$ cat src/rtl/mpr_pkg.sv
package mpr_pkg;

    localparam int DATA_W  = 8;
    localparam int FRAME_W = DATA_W + 2;   // data + address flag + stop

    localparam logic [1:0] ADDR_CTRL = 2'd0;
    localparam logic [1:0] ADDR_STAT = 2'd1;
    localparam logic [1:0] ADDR_DATA = 2'd2;

    typedef enum logic [1:0] {
        RX_IDLE,
        RX_START,
        RX_BITS
    } mpr_rx_state_e;

    typedef struct packed {
        logic [DATA_W-1:0] data;
        logic              mp;
        logic              stop_ok;
    } mpr_frame_t;

    typedef struct packed {
        logic id_wait;
        logic rx_en;
    } mpr_ctrl_t;

    typedef struct packed {
        mpr_ctrl_t         ctrl;
        logic              ready;
        logic              ovr;
        logic              fer;
        logic              mp;
        logic [DATA_W-1:0] data;
    } mpr_regs_t;

    // shift register holds bits in arrival order, first bit at index 0
    function automatic mpr_frame_t mpr_unpack(input logic [FRAME_W-1:0] sh);
        mpr_frame_t f;
        f.data    = sh[DATA_W-1:0];
        f.mp      = sh[DATA_W];
        f.stop_ok = sh[DATA_W+1];
        return f;
    endfunction

endpackage

$ cat src/rtl/mpr_sync.sv
module mpr_sync #(
    parameter int STAGES = 2
) (
    input  logic clk,
    input  logic rst,
    input  logic din,
    output logic dout
);
    logic [STAGES-1:0] chain;

    always_ff @(posedge clk) begin
        if (rst) chain <= '1;
        else     chain <= {chain[STAGES-2:0], din};
    end

    assign dout = chain[STAGES-1];
endmodule

$ cat src/rtl/mpr_tick_gen.sv
module mpr_tick_gen #(
    parameter int TICK_DIV = 4
) (
    input  logic clk,
    input  logic rst,
    output logic tick
);
    localparam int TW = (TICK_DIV > 1) ? $clog2(TICK_DIV) : 1;

    generate
        if (TICK_DIV > 1) begin : g_div
            logic [TW-1:0] cnt;
            always_ff @(posedge clk) begin
                if (rst)                          cnt <= '0;
                else if (cnt == TW'(TICK_DIV-1))  cnt <= '0;
                else                              cnt <= cnt + 1'b1;
            end
            assign tick = (cnt == TW'(TICK_DIV-1));
        end else begin : g_nodiv
            assign tick = 1'b1;
        end
    endgenerate
endmodule

$ cat src/rtl/mpr_rx_framer.sv
module mpr_rx_framer
    import mpr_pkg::*;
#(
    parameter int OVERSAMPLE = 16
) (
    input  logic       clk,
    input  logic       rst,
    input  logic       run,
    input  logic       tick,
    input  logic       rx,
    output logic       frame_done,
    output mpr_frame_t frame
);
    localparam int CW   = $clog2(OVERSAMPLE);
    localparam int IW   = $clog2(FRAME_W);
    localparam int HALF = OVERSAMPLE / 2;

    mpr_rx_state_e      state;
    logic [CW-1:0]      cnt;
    logic [IW-1:0]      idx;
    logic [FRAME_W-1:0] shreg;
    logic               done_q;

    always_ff @(posedge clk) begin
        if (rst || !run) begin
            state  <= RX_IDLE;
            cnt    <= '0;
            idx    <= '0;
            done_q <= 1'b0;
            if (rst) shreg <= '0;
        end else begin
            done_q <= 1'b0;
            if (tick) begin
                unique case (state)
                    RX_IDLE: begin
                        if (!rx) begin
                            state <= RX_START;
                            cnt   <= '0;
                        end
                    end
                    RX_START: begin
                        if (cnt == CW'(HALF-1)) begin
                            cnt <= '0;
                            idx <= '0;
                            state <= rx ? RX_IDLE : RX_BITS;
                        end else begin
                            cnt <= cnt + 1'b1;
                        end
                    end
                    RX_BITS: begin
                        if (cnt == CW'(OVERSAMPLE-1)) begin
                            cnt   <= '0;
                            shreg <= {rx, shreg[FRAME_W-1:1]};
                            if (idx == IW'(FRAME_W-1)) begin
                                done_q <= 1'b1;
                                state  <= RX_IDLE;
                            end else begin
                                idx <= idx + 1'b1;
                            end
                        end else begin
                            cnt <= cnt + 1'b1;
                        end
                    end
                    default: state <= RX_IDLE;
                endcase
            end
        end
    end

    assign frame_done = done_q;
    assign frame      = mpr_unpack(shreg);
endmodule

$ cat src/rtl/mpr_regs.sv
module mpr_regs
    import mpr_pkg::*;
(
    input  logic              clk,
    input  logic              rst,
    input  logic              frame_done,
    input  mpr_frame_t        frame,
    input  logic              line,
    input  logic [1:0]        reg_addr,
    input  logic              reg_wr,
    input  logic [DATA_W-1:0] reg_wdata,
    output logic [DATA_W-1:0] reg_rdata,
    output mpr_regs_t         regs,
    output logic              run
);
    mpr_regs_t q, n;
    logic accept, load, ctrl_wr, stat_wr;
    logic unused_wbits;

    assign unused_wbits = ^reg_wdata[DATA_W-1:3];

    always_comb begin
        accept  = frame_done && !(q.ctrl.id_wait && !frame.mp);
        load    = accept && !q.ready;
        ctrl_wr = reg_wr && (reg_addr == ADDR_CTRL);
        stat_wr = reg_wr && (reg_addr == ADDR_STAT);

        n = q;
        if (load) begin
            n.data = frame.data;
            n.mp   = frame.mp;
        end
        if (accept && q.ctrl.id_wait) n.ctrl.id_wait = 1'b0;
        if (ctrl_wr) begin
            n.ctrl.rx_en   = reg_wdata[0];
            n.ctrl.id_wait = reg_wdata[1];
        end
        // hardware set wins over a software clear in the same cycle
        n.ready = (stat_wr ? (q.ready & reg_wdata[0]) : q.ready) | load;
        n.ovr   = (stat_wr ? (q.ovr   & reg_wdata[1]) : q.ovr)   | (accept && q.ready);
        n.fer   = (stat_wr ? (q.fer   & reg_wdata[2]) : q.fer)   | (accept && !frame.stop_ok);
    end

    always_ff @(posedge clk) begin
        if (rst) q <= '0;
        else     q <= n;
    end

    always_comb begin
        unique case (reg_addr)
            ADDR_CTRL: reg_rdata = {6'b0, q.ctrl.id_wait, q.ctrl.rx_en};
            ADDR_STAT: reg_rdata = {3'b0, line, q.mp, q.fer, q.ovr, q.ready};
            ADDR_DATA: reg_rdata = q.data;
            default:   reg_rdata = '0;
        endcase
    end

    assign regs = q;
    assign run  = q.ctrl.rx_en && !q.ovr && !q.fer;
endmodule

$ cat src/rtl/mpr_uart_rx.sv
module mpr_uart_rx
    import mpr_pkg::*;
#(
    parameter int OVERSAMPLE  = 16,
    parameter int TICK_DIV    = 4,
    parameter int SYNC_STAGES = 2
) (
    input  logic              clk,
    input  logic              rst,
    input  logic              rxd,
    input  logic [1:0]        reg_addr,
    input  logic              reg_wr,
    input  logic [DATA_W-1:0] reg_wdata,
    output logic [DATA_W-1:0] reg_rdata
);
    logic       rx_s;
    logic       tick;
    logic       run;
    logic       frame_done;
    mpr_frame_t rx_frame;
    mpr_regs_t  regs_q;

    mpr_sync #(.STAGES(SYNC_STAGES)) u_sync (
        .clk (clk), .rst (rst), .din (rxd), .dout (rx_s)
    );

    mpr_tick_gen #(.TICK_DIV(TICK_DIV)) u_tick (
        .clk (clk), .rst (rst), .tick (tick)
    );

    mpr_rx_framer #(.OVERSAMPLE(OVERSAMPLE)) u_framer (
        .clk        (clk),
        .rst        (rst),
        .run        (run),
        .tick       (tick),
        .rx         (rx_s),
        .frame_done (frame_done),
        .frame      (rx_frame)
    );

    mpr_regs u_regs (
        .clk        (clk),
        .rst        (rst),
        .frame_done (frame_done),
        .frame      (rx_frame),
        .line       (rx_s),
        .reg_addr   (reg_addr),
        .reg_wr     (reg_wr),
        .reg_wdata  (reg_wdata),
        .reg_rdata  (reg_rdata),
        .regs       (regs_q),
        .run        (run)
    );
endmodule

$ cat config.mk
export PLATFORM = sky130hd
export DESIGN_NAME = mpr_uart_rx
export DESIGN_NICKNAME = d
export VERILOG_FILES = /design/src/rtl/mpr_pkg.sv /design/src/rtl/mpr_sync.sv /design/src/rtl/mpr_tick_gen.sv /design/src/rtl/mpr_rx_framer.sv /design/src/rtl/mpr_regs.sv /design/src/rtl/mpr_uart_rx.sv
export SDC_FILE = /design/constraint.sdc
export NUM_CORES = 1
export LEC_CHECK = 0
export ABC_AREA = 1
export CAP_MARGIN = 20
export CELL_PAD_IN_SITES_DETAIL_PLACEMENT = 2
export CELL_PAD_IN_SITES_GLOBAL_PLACEMENT = 2
export CORE_ASPECT_RATIO = 0.8
export CORE_UTILIZATION = 32
export DETAILED_ROUTE_END_ITERATION = 8
export GPL_TIMING_DRIVEN = 0
export PLACE_DENSITY_LB_ADDON = 0.05
export SLEW_MARGIN = 30
export SYNTH_ARGS = -nofsm -noshare
export SYNTH_HDL_FRONTEND = slang
export SYNTH_SLANG_ARGS = --single-unit
$ cat constraint.sdc
create_clock -name clk -period 2.1 [get_ports clk]
set_input_delay 0.21 -clock clk [delete_from_list [all_inputs] [get_ports clk]]
set_output_delay 0.21 -clock clk [all_outputs]
set_load 0.05 [all_outputs]
==> results by group, run 1 <==
Setup path
  • Worst Setup Path Type: in -> out
  • Worst reg2reg endpoint: u_framer.shreg[1]
  • Flop-to-flop setup slack: about 0.42 ns
  • RR Startpoint: u_framer.state[0]
  • Worst EP arrival: 1.72 ns
  • Crit path required time: 1.89 ns
  • Critical Path End Type: primary output
  • FF-to-FF path depth: 6
  • Crit start category: input pin
  • Crit-path max FO: 8

Yosys
  • Syn Std Cell Area: 1870 um2
  • FF+latch count, synth: 39
  • Number of distinct library cells after synthesis: 30
  • Synth top area cells: dfxtp_1 31%, edfxtp_1 16%, inv_1 9.0%
  • Syn avg cell area: 8.08 um2
  • Syn nets: 255
  • Part of the Yosys area used for sequential elements: 47.0%
  • Synth Instances: approximately 230
  • Yosys top cell by area: dfxtp_1
  • Synth top area share: 31.0%
  • YS warnings: 0

Clocking
  • H-tree levels: 2
  • Number of CTS-inserted buffers: 5
  • Clk pin slew, worst setup/hold paths: around 0.08 ns
  • CTS tree: built
  • # hold bufs at CTS: 0
  • Clk_lat worst skew: 0.30 ns
  • CTS sink count: 39
  • Setup bufs post-CTS: 0
  • Max Root-Sink Buffers: 2
  • Clk root buf: clkbuf_8

Finish
  • Ant. Diodes: 0
  • Final #Nets: 278
  • Commonest non-fill, non-tap cells in the layout: 44 x inv_1, 29 x nor2_1, 29 x nand2_1, 29 x dfxtp_1, 23 x o21ai_0
  • Multi-input gate area: roughly 800 um2
  • Register area: 881 um2
  • Share of cells above drive strength 1: 9.77%
  • Fill cells: 664
  • Area growth, synth to finish: 19.2%
  • Commonest non-fill, non-tap cell in the layout: inv_1
  • Post-route cell area: 2230 um2

Floorplan
  • FP Rows: 24
  • I/O Pins: 22
  • Core area: approximately 5600 um2
  • Die width: 87.6 um
  • Initial Utilization: 33.7%
  • Chip height: 70.5 um
  • Die footprint: between 6000 and 7000 um2

Detailed routing
  • DR WL/cell: 14.7 um
  • DRC: 0
  • DRT antenna net count: 0
  • DRT Pass-1 Iters: 4
  • WL final: approximately 5000 um
  • Via count: ~1,600
  • Vias per cell: 4.70
  • Initial DRC Count: 51

Global routing
  • Vias in the first global route: 1,730
  • GRT Residual Overflow: 0
  • Pin count of the biggest net entering global routing: 14
  • Wire length of the first global-routing pass: roughly 8500 um
  • Total GRT Usage: a little under a fifth
  • Initial antenna violation count: 0

Hold path
  • Hold Path Sink: u_sync.chain[1]
  • Hold path start: u_sync.chain[0]
  • Min-Delay Path Depth: 1
  • Worst min-delay path category: reg -> reg

STA
  • Count of final setup violators: 0
  • F_max: 517 MHz
  • Tmin final: between 1.5 and 2 ns
  • Relative slew slack: between 60% and 70%
  • Slew of the pin with the lowest slew margin: 0.494 ns
  • Final hold viol count: 0
  • Clock Skew: 0.0145 ns
  • Hold Worst Slack: 0.414 ns
  • Unrepaired setup endpoints after global routing: no
  • Tcrit/Tclk final: 92.1%
  • Slew Viols, Final: 0

Placement
  • DP Area: 2130 um2
  • PortBufs: 16
  • Routability congestion estimate: 0.704
  • Dpl hpwl: 3730 um

Power
  • Leak Pwr: 0.911 nW
  • Power Density: 681 nW/um2
  • Peak supply drop: 335 uV

Outcome
  • Status: finished, final reports clean

Job
  • MaxCap Viol Count: 0
==> cell type report <==
class                   instances  area share [%]
inverters                      46            7.73
plain buffers                   3           0.952
well taps                      78            4.37
flip-flops and latches         39            39.4
clock inverters                 3            1.96
clock buffers                   5            3.08
multi-input cells             144            35.8
repair buffers                 16            6.72
==> flip-flops by register name, summed over array words and instances, names as in the netlist <==
register and count:
u_framer.shreg 10, u_sync.chain 2, u_framer.cnt 4, u_framer.frame_done 1, u_tick.g_div.cnt 2, u_framer.idx 4
u_framer.state 2, u_regs.regs 14
==> worst max-delay path: stages <==
cell and delay, ns:
clkdlybuf4s50_1 0.47, inv_1 0.06, nor2_1 0.08, inv_1 0.15, o221ai_1 0.20, dlygate4sd2_1 0.55
==> logic make-up (layout without fill, tap and decap cells) <==
kind of cell             after synthesis  in the layout  synth area share (%)
XOR/XNOR                               1              1                 0.467
flip-flops                            39             39                  47.0
adder cells (fa/ha/maj)                9              9                  6.01
AO/OA/AOI/OAI                         51             51                  14.4
AND/OR/NAND/NOR                       83             83                  21.8
buffers and inverters                 49             73                  10.3
==> through the flow <==
| step | setup WS [ns] | cells | power (mW) | utilization [%] | TNS [ns] |
|---|---|---|---|---|---|
| final | 0.167 | 334 | 1.52 | 40.2 | 0 |
| after CTS | 0.0898 | 334 | 1.54 | 40.2 | 0 |
| after global placement | -0.193 | 326 | 0.899 | 38.4 | -2.62 |
| after floorplan | 0.374 | 232 | 0.858 | - | 0 |
| after global routing | 0.0264 | 334 | 1.59 | 40.2 | 0 |
| after detailed placement | -0.224 | 326 | 0.901 | 38.4 | -2.91 |
==> power breakdown <==
group / internal (mW) / leakage (nW) / switching (mW)
logic: 0.0312 / 0.515 / 0.0538
clock network: 0.354 / 0.0581 / 0.287
registers: 0.788 / 0.337 / 0.00828
total: 1.17 / 0.911 / 0.349
==> what timing repair did <==
action                                  in CTS  in global routing
hold endpoints to repair                     0                  0
resized for setup                            8                  1
endpoints found under the setup margin       8                 10
==> how the worst max path moves through the flow <==
stage | from | end | slack (ns) | cells past startpoint
global route | reg_addr[1] | reg_rdata[0] | 0.03 | 6
detailed placement | rst | u_framer.shreg[5] | -0.22 | 6
floorplan | reg_addr[1] | reg_rdata[3] | 0.37 | 4
global placement | rst | u_framer.shreg[5] | -0.19 | 6
CTS | rst | u_framer.shreg[1] | 0.09 | 6
finish | reg_addr[1] | reg_rdata[0] | 0.17 | 6
==> per-layer routing <==
layer	GRT usage [%]	routed length (um)	vias up
met5	0	0	-
met4	3.83	47	0
met3	3.90	103	6
met2	28.0	2090	15
met1	26.6	2680	762
li1	-	-	788
==> Yosys cell counts <==
cell type	n
o21a_1	1
nor2_4	3
clkbuf_2	1
buf_6	1
nand4_1	2
inv_2	1
dfxtp_1	29
nand2_2	4
xnor2_1	1
a31oi_1	1
a21oi_1	20
nand3_1	6
edfxtp_1	10
nand3_2	1
ha_1	9
inv_1	45
nand2_1	29
o21ai_1	1
and3b_1	1
nor2_1	29
nand4_4	1
nand3b_1	1
o22ai_1	3
nor3b_1	1
o221ai_1	2
nor3_1	2
buf_2	1
or2_2	2
o21ai_0	23
nand2_4	1
Note: power is estimated with default switching activity, not from simulation.
==> inputs of run 2 (changes only) <==
--- a/config.mk
+++ b/config.mk
@@ -12,6 +12,7 @@
 export CORE_ASPECT_RATIO = 0.8
 export CORE_UTILIZATION = 32
 export DETAILED_ROUTE_END_ITERATION = 8
+export GPL_ROUTABILITY_DRIVEN = 0
 export GPL_TIMING_DRIVEN = 0
 export PLACE_DENSITY_LB_ADDON = 0.05
 export SLEW_MARGIN = 30
==> results of run 2 <==
No change in the layout: final DEF, timing and power equal those of run 1.
